--- src/rtl/wis_pkg.sv ---
package wis_pkg;

  // next index after v in a ring of n entries
  function automatic int unsigned wrap_inc(input int unsigned v, input int unsigned n);
    return (v + 1 >= n) ? 0 : v + 1;
  endfunction

  // first thread ID covered by a warp
  function automatic int unsigned thread_base(input int unsigned warp, input int unsigned wsize);
    return warp * wsize;
  endfunction

  // ring position offset k places after start
  function automatic int unsigned ring_pos(input int unsigned start, input int unsigned k,
                                           input int unsigned n);
    int unsigned s;
    s = start + k;
    return (s >= n) ? s - n : s;
  endfunction

endpackage

--- src/rtl/wis_rr_arbiter.sv ---
module wis_rr_arbiter #(
  parameter int unsigned NUM_WARPS = 32,
  parameter int unsigned IDX_W     = 5
) (
  input  logic [NUM_WARPS-1:0] elig_i,
  input  logic [IDX_W-1:0]     start_i,
  output logic                 any_o,
  output logic [IDX_W-1:0]     pick_o
);
  logic found;

  always_comb begin
    any_o  = |elig_i;
    pick_o = '0;
    found  = 1'b0;
    for (int unsigned k = 0; k < NUM_WARPS; k++) begin
      int unsigned j;
      j = wis_pkg::ring_pos(32'(start_i), k, NUM_WARPS);
      if (!found && elig_i[j]) begin
        pick_o = IDX_W'(j);
        found  = 1'b1;
      end
    end
  end

endmodule

--- src/rtl/wis_stall_timer.sv ---
module wis_stall_timer #(
  parameter int unsigned LAT_W = 16
) (
  input  logic             clk,
  input  logic             rst_n,
  input  logic             load_i,
  input  logic [LAT_W-1:0] load_val_i,
  input  logic             done_i,
  output logic             stalled_o
);
  logic [LAT_W-1:0] remain_q;

  always_ff @(posedge clk) begin
    if (!rst_n)                remain_q <= '0;
    else if (load_i)           remain_q <= load_val_i;
    else if (done_i)           remain_q <= '0;
    else if (remain_q != '0)   remain_q <= remain_q - 1'b1;
  end

  assign stalled_o = (remain_q != '0);

endmodule

--- src/rtl/wis_dispatch_slot.sv ---
module wis_dispatch_slot #(
  parameter int unsigned DISPATCH_CYCLES = 4
) (
  input  logic clk,
  input  logic rst_n,
  input  logic issue_i,
  output logic free_o
);
  localparam int unsigned CW = (DISPATCH_CYCLES > 1) ? $clog2(DISPATCH_CYCLES + 1) : 1;

  logic [CW-1:0] busy_q;

  always_ff @(posedge clk) begin
    if (!rst_n)              busy_q <= '0;
    else if (issue_i)        busy_q <= CW'(DISPATCH_CYCLES - 1);
    else if (busy_q != '0)   busy_q <= busy_q - 1'b1;
  end

  assign free_o = (busy_q == '0);

endmodule

--- src/rtl/wis_warp_scheduler.sv ---
module wis_warp_scheduler #(
  parameter int unsigned NUM_WARPS       = 32,
  parameter int unsigned WARP_SIZE       = 32,
  parameter int unsigned DISPATCH_CYCLES = 4,
  parameter int unsigned LAT_W           = 16,
  localparam int unsigned IDX_W = (NUM_WARPS > 1) ? $clog2(NUM_WARPS) : 1,
  localparam int unsigned TID_W = (NUM_WARPS * WARP_SIZE > 1) ? $clog2(NUM_WARPS * WARP_SIZE) : 1
) (
  input  logic                 clk,
  input  logic                 rst_n,
  input  logic [NUM_WARPS-1:0] warp_ready,
  input  logic [NUM_WARPS-1:0] warp_is_mem,
  input  logic [LAT_W-1:0]     mem_latency,
  input  logic [NUM_WARPS-1:0] mem_done,
  output logic                 issue_valid,
  output logic [IDX_W-1:0]     issue_warp,
  output logic [TID_W-1:0]     issue_tid_base,
  output logic [NUM_WARPS-1:0] warp_stalled
);
  // named internal events, observed by the bound checker
  logic [NUM_WARPS-1:0] eligible;
  logic [NUM_WARPS-1:0] mem_load;
  logic                 slot_free;
  logic                 any_elig;
  logic                 issue_now;
  logic [IDX_W-1:0]     pick;
  logic [IDX_W-1:0]     rr_start_q;

  assign eligible  = warp_ready & ~warp_stalled;
  assign issue_now = slot_free & any_elig;

  wis_rr_arbiter #(.NUM_WARPS(NUM_WARPS), .IDX_W(IDX_W)) u_arb (
    .elig_i  (eligible),
    .start_i (rr_start_q),
    .any_o   (any_elig),
    .pick_o  (pick)
  );

  wis_dispatch_slot #(.DISPATCH_CYCLES(DISPATCH_CYCLES)) u_slot (
    .clk     (clk),
    .rst_n   (rst_n),
    .issue_i (issue_now),
    .free_o  (slot_free)
  );

  generate
    for (genvar w = 0; w < NUM_WARPS; w++) begin : g_warp
      assign mem_load[w] = issue_now && (pick == IDX_W'(w)) && warp_is_mem[w];

      wis_stall_timer #(.LAT_W(LAT_W)) u_timer (
        .clk        (clk),
        .rst_n      (rst_n),
        .load_i     (mem_load[w]),
        .load_val_i (mem_latency),
        .done_i     (mem_done[w]),
        .stalled_o  (warp_stalled[w])
      );
    end
  endgenerate

  always_ff @(posedge clk) begin
    if (!rst_n) begin
      rr_start_q     <= '0;
      issue_valid    <= 1'b0;
      issue_warp     <= '0;
      issue_tid_base <= '0;
    end else begin
      issue_valid <= issue_now;
      if (issue_now) begin
        rr_start_q     <= IDX_W'(wis_pkg::wrap_inc(32'(pick), NUM_WARPS));
        issue_warp     <= pick;
        issue_tid_base <= TID_W'(wis_pkg::thread_base(32'(pick), WARP_SIZE));
      end
    end
  end

endmodule

--- config.mk ---
export PLATFORM = sky130hd
export DESIGN_NAME = wis_warp_scheduler
export DESIGN_NICKNAME = d
export VERILOG_FILES = /design/src/rtl/wis_pkg.sv /design/src/rtl/wis_rr_arbiter.sv /design/src/rtl/wis_stall_timer.sv /design/src/rtl/wis_dispatch_slot.sv /design/src/rtl/wis_warp_scheduler.sv
export SDC_FILE = /design/constraint.sdc
export NUM_CORES = 2
export LEC_CHECK = 0
export BUFFER_PORTS_ARGS = -buffer_cell sky130_fd_sc_hd__buf_2
export CAP_MARGIN = 25
export CORE_ASPECT_RATIO = 2
export CORE_UTILIZATION = 30
export CTS_CLUSTER_DIAMETER = 120
export DETAILED_ROUTE_END_ITERATION = 10
export SLEW_MARGIN = 20
export SYNTH_ARGS = -nofsm -noshare
export SYNTH_HDL_FRONTEND = slang
export SYNTH_HIERARCHICAL = 1
export SYNTH_SLANG_ARGS = --single-unit
--- constraint.sdc ---
create_clock -name clk -period 10.2 [get_ports clk]
set_input_delay 1.02 -clock clk [delete_from_list [all_inputs] [get_ports clk]]
set_output_delay 1.02 -clock clk [all_outputs]
set_load 0.01 [all_outputs]
After elaboration in Yosys (flattened, before gate mapping)
Cells that the tools add are included.
Storage, ports and cells
  input bits: 114
  output and inout bits: 48
  logic and storage cells: 688
  flip-flop bits (word level): 526
Operators by class
  eq/ne operators: 31
  bitwise gates (word level): 4
  mux-type cells: 258
  reduce and logical (&&, ||, !) cells: 196
  order comparisons: 65
  add/subtract/negate cells: 97
Operators with widths (number)
  16-bit two-way mux: 96
  32-bit by 6-bit less-than comparator with 1-bit output (second input constant): 32
  32-bit two-way mux: 32
  32-bit by 6-bit >= comparator with 1-bit output (second input constant): 31
  32-bit by 6-bit subtractor with 32-bit output (second input constant): 31
  16-bit nonzero test: 32
  16-bit by 1-bit subtractor with 16-bit output (second input constant): 32
  5-bit two-way mux: 33
  1-bit binary-select mux with 5-bit select: 32
  3-bit nonzero test: 33
  5-bit by 5-bit adder with 6-bit output (second input constant): 16
  1-bit logical AND: 95
  5-bit equality test (second input constant): 16
  1-bit two-way mux: 63
  5-bit by 4-bit adder with 6-bit output (second input constant): 8
  5-bit by 4-bit equality test with 1-bit output (second input constant): 8
  32-bit AND: 1
  32-bit inverter: 1
  32-bit OR reduction: 1
  1-bit zero test: 31
  5-bit by 3-bit adder with 6-bit output (second input constant): 4
  5-bit by 3-bit equality test with 1-bit output (second input constant): 4
  5-bit by 1-bit adder with 6-bit output (second input constant): 2
  5-bit by 2-bit adder with 6-bit output (second input constant): 2
  other kinds (13): 15

Depth between registers and ports, before layout
  word-level depth: 103
  gate-level depth with buffers: 32

Modules after synthesis
The synthesis kept the hierarchy.
By module, submodules not included
  wis_stall_timer at g_warp[0].u_timer ...: times used 23, area each 867.1 um2, cells each 104
  wis_stall_timer at g_warp[30].u_timer ...: times used 9, area each 934.6 um2, cells each 118
  wis_rr_arbiter: times used 1, area each 6665.1 um2, cells each 842
  wis_warp_scheduler: times used 1, area each 1089.8 um2, cells each 146
  wis_dispatch_slot: times used 1, area each 178.9 um2, cells each 18

Worst setup path before layout
OpenSTA, ideal clock, no wires.
  path type: register to register
  start point: register rr_start_q[1]
  end point: register g_warp[5].u_timer.remain_q[12]
  data arrival time: 7.943 ns
  cell stages (with the launch flop): 29
  setup time: 0.074 ns
  data required time: 10.126 ns
  slack: 2.182 ns
  cell sequence: dfxtp_1 -> buf_2 -> buf_2 -> clkbuf_1 -> inv_1 -> ha_1 -> buf_2 -> mux4_2 -> mux4_2 -> mux2_2 -> or4_1 -> buf_2 -> nor4_4 -> nand3_2 -> or3_1 -> clkbuf_1 -> nor2b_1 -> a311oi_1 -> nor4b_1 -> nor4_1 -> inv_1 -> ha_1 -> and3_1 -> and3_1 -> clkbuf_1 -> or2_2 -> clkbuf_1 -> or4_1 -> a31oi_1
Between the ends
  word-level cells in the longest chain between the ends: 102
RTL lines
  from (decl): RTL line wis_warp_scheduler.sv:27  | logic [IDX_W-1:0] rr_start_q;
  from (signal assigned): RTL line wis_warp_scheduler.sv:70  | rr_start_q <= IDX_W'(wis_pkg::wrap_inc(32'(pick), NUM_WARPS));
  parallel branches: the longest is 97 deep, another holds 32-bit by 6-bit subtractor with 32-bit output
  5-bit two-way mux *: RTL line wis_rr_arbiter.sv:19  | if (!found && elig_i[j]) begin
  net pick[1]: RTL line wis_warp_scheduler.sv:26  | logic [IDX_W-1:0] pick;
  5-bit by 3-bit equality test with 1-bit output *: RTL line wis_warp_scheduler.sv:48  | assign mem_load[w] = issue_now && (pick == IDX_W'(w)) && warp_is_mem[w];
  1-bit logical AND * (2 in series): RTL line wis_warp_scheduler.sv:48
  net mem_load[5]: RTL line wis_warp_scheduler.sv:22  | logic [NUM_WARPS-1:0] mem_load;
  3-bit nonzero test (no line) / 16-bit two-way mux (equally long branches)
  to (signal assigned): RTL line wis_stall_timer.sv:15  | else if (load_i) remain_q <= load_val_i;
  to (signal assigned): RTL line wis_stall_timer.sv:17  | else if (remain_q != '0) remain_q <= remain_q - 1'b1;
  to (decl): RTL line wis_stall_timer.sv:11  | logic [LAT_W-1:0] remain_q;
Mark *: on every way through the listed nets, which the timed path passes. The select of a mux whose other input is x is not followed.
A chain may end at the register's enable or synchronous reset.

Worst setup path after layout
  start point: register rr_start_q[3]
  end point: register g_warp[7].u_timer.remain_q[0]
Between the ends
  word-level cells in the longest chain between the ends: 102
RTL lines (RTL line)
  parallel branches: the longest is 97 deep, another holds 32-bit by 6-bit subtractor with 32-bit output
  5-bit two-way mux *: wis_rr_arbiter.sv:19
  net pick[4]: wis_warp_scheduler.sv:26
  5-bit by 3-bit equality test with 1-bit output *: wis_warp_scheduler.sv:48
  1-bit logical AND * (2 in series): wis_warp_scheduler.sv:48
  net mem_load[7]: wis_warp_scheduler.sv:22
  3-bit nonzero test (no line) / 16-bit two-way mux (equally long branches)
  to (signal assigned): wis_stall_timer.sv:15
  to (signal assigned): wis_stall_timer.sv:17
  to (decl): wis_stall_timer.sv:11
Marks and branches as above.

==> impl_metrics.toml <==
[finish]
fin_nets = 4743
finalInstanceArea_mm2 = 0.0409
area_growth_pct = 12.8
drive_gt1_share_pct = 15.3
fillers = 12660

[floorplan]
start_util_pct = 30.2
die_area_mm2 = 0.122
die_x_um = 248
io_pins = 162
die_y_um = 494
core.rowCount = 180
design.core.area_mm2 = 0.120

[route]
route.detailed.drc = 0
viasPerCell = 5.91
met3_length_um = 10000
via_count = 36431
first_pass_iters = 5
routed_wl_um = 153000
met2_wirelength_um = 76600
drtAntennaViolNets = 0
wl_per_cell_um = 24.8
drt-met1-wl_um = 53400
first_iter_violations = 2434
routed.top_layer = "met5"

[critical_path]
r2r_start = "rr_start_q[3]$_SDFFE_PN0P_"
crit_fanout = 21
critPathKind = "reg2reg"
startpoint = "rr_start_q[3]$_SDFFE_PN0P_"
startpoint_type = "flop"
crit_path_cell_trace = "inv_2 -> ha_1 -> buf_4 -> mux4_2 -> and2_1 -> a21oi_1 -> nand2_1 -> o221a_2 -> o21ai_1 -> a31oi_1 -> nand4_1 -> a21oi_1 -> o2111a_1 -> o22ai_1 -> inv_1 -> and3_1 -> and3_1 -> buf_4 -> nor2_1 -> nand3_1 -> or4_1 -> nand3_1"
slowest_delay_ns = 0.83
crit_path_end_kind = "flop"
crit_required_ns = 10.80
crit_slowest_cell = "dfxtp_2"
arrival_ns = 9.76

[logic_synthesis]
synth_edf_count = 0
syn_inst = 4460
syn_area_per_cell_um2 = 8.14
synth-seq-area-share_pct = 29.0
synth_flop_cell = "dfxtp_1"
ys_types = 94
ys_warn_count = 6
async_reset_ff_share_pct = 0
synth_area_mm2 = 0.0363
synth-seq-cells = 526

[place]
gp_congestion = 1.08
dp_hpwl_um = 106000
placed_area_mm2 = 0.0390
io_buffers = 156

[clock_tree]
cts_setup_buffers = 0
clk_pin_slew_ns = 0.07
h-tree-depth = 2
clk_latency_ns = 0.68
cts_tree = "done"
hold_buffers = 0
cts-buffers-inserted = 50
cts-root-buf = "clkbuf_16"
cts_resized = 0
clk_path_buf_depth = 3
clock-sinks = 526

[grt]
overflow = 0
antenna_found_initial = 20
first_global_vias = 36219
grt_pass1_wl_um = 226000
track_usage_pct = 24.6
grt_max_degree = 113

[timing]
slew_headroom_pct = 23.2
fin_crit_ns = 9.16
slew_viol_final = 0
tightest_slew_ns = 1.12
hold_violations = 0
tns_ns = 0
setup_viol = 0
period_share_pct = 89.8
rsz0062_at_grt = "no"
fmax_mhz = 109
fin_skew_ns = 0.0499

[run_status]
status = "finished clean"

[run]
maxCapViolCount = 0

[worst_hold_path]
hp-class = "reg2reg"
min_from = "rr_start_q[1]$_SDFFE_PN0P_"
through the flow:
step	worst slack [ns]	util (%)	hold slack [ns]	instances
final	1.04	34.1	0.518	6167
after global routing	0.597	34.1	0.536	6164
after CTS	1.42	34.0	0.520	6160
after detailed placement	1.47	32.5	0.505	6070
after global placement	1.55	32.5	0.505	6070
after floorplan	2.18	-	0.493	4464
routing by layer:
layer | vias up | track usage (%)
li1 | 16737 | -
met1 | 17635 | 25.5
met2 | 1459 | 43.6
met3 | 580 | 4.73
met4 | 20 | 17.7
met5 | - | 0
critical path, delay by kind of cell (launching register included):
kind            cells  cell delay (ns)
fa+ha+maj           1             0.66
flops               1             0.83
buf+inv             4             1.22
compound gates      7             2.75
simple gates        9             2.95
mux                 1             0.62
cell usage after synthesis, types with 25 or more instances:
library cell  instances  area, um2
nor4_1              187       1170
o21ai_0             161        806
nand3_1             288       1440
nor2_1              468       1760
or4_4                57        642
nor3_1              153        766
mux2_2               48        541
clkbuf_1            172        646
and3_1               47        294
nand4_1              30        188
xor2_1              124       1090
dfxtp_1             526      10500
mux2i_1             114       1140
a21oi_1             179        896
ha_1                 52        651
or3_1                68        425
nand2_1             393       1480
a31oi_1              54        338
or4_1                57        428
a22oi_1             208       1560
xnor2_1             261       2290
o211ai_1             47        353
inv_1                83        312
nor2b_1              54        338
buf_2                26        130
nor3b_1              42        315
o211a_1              25        250
nand2b_1             56        350
or2_2                25        156
mux4_2               61       1370
flip-flops by register name, summed over array words and instances (netlist names):
register	count
rr_start_q	5
g_warp.u_timer/remain_q	512
issue_valid	1
issue_warp	5
u_slot/busy_q	3
area by class of cell:
type                            instances  area, um2  share of cell area, %
Multi-Input combinational cell       3610      24400                   59.6
Sequential cell                       526      10500                   25.8
Tap cell                             1547       1940                   4.73
Timing Repair Buffer                  303       1920                   4.69
Clock buffer                           65       1380                   3.37
Clock inverter                         25        430                   1.05
Inverter                               86        323                  0.789
Antenna cell                            5       12.5                 0.0306
cells in the final DEF (no fill, tap or decap), drive strengths merged, types with 52 or more instances in the layout:
cell type and n:
or4 114, nand2 393, buf 303, xnor2 261
or3 68, a22oi 208, mux4 61, clkbuf 65
o21ai 196, nor2 468, nand2b 56, a21oi 179
xor2 124, nor2b 54, mux2i 114, dfxtp 526
nor4 188, ha 52, nand3 289, nor3 153
a31oi 54, inv 88
path summary, 6_finish.rpt:
kind                                                                    to  slack [ns]  cells past startpoint
worst min register to register                  rr_start_q[1]$_SDFFE_PN0P_        0.52                      2
worst max register to register  g_warp[7].u_timer/remain_q[0]$_SDFFE_PN0P_        1.04                     22
worst max-delay path            g_warp[7].u_timer/remain_q[0]$_SDFFE_PN0P_        1.04                     22
worst min-delay path                            rr_start_q[1]$_SDFFE_PN0P_        0.52                      2
cells by family after synthesis:
logic type                 synth area share (%)
other                                    0.0103
and+or+nand+nor                            30.2
AOI/OAI and AO/OA                          17.2
buffers and inverters                      4.01
xor gates and xnor gates                   9.29
DFF                                        29.0
adders and majority gates                  1.79
muxes                                      8.42
Power is not shown: default switching activity piles up to over one toggle a cycle in this logic, so the estimate is an artifact.
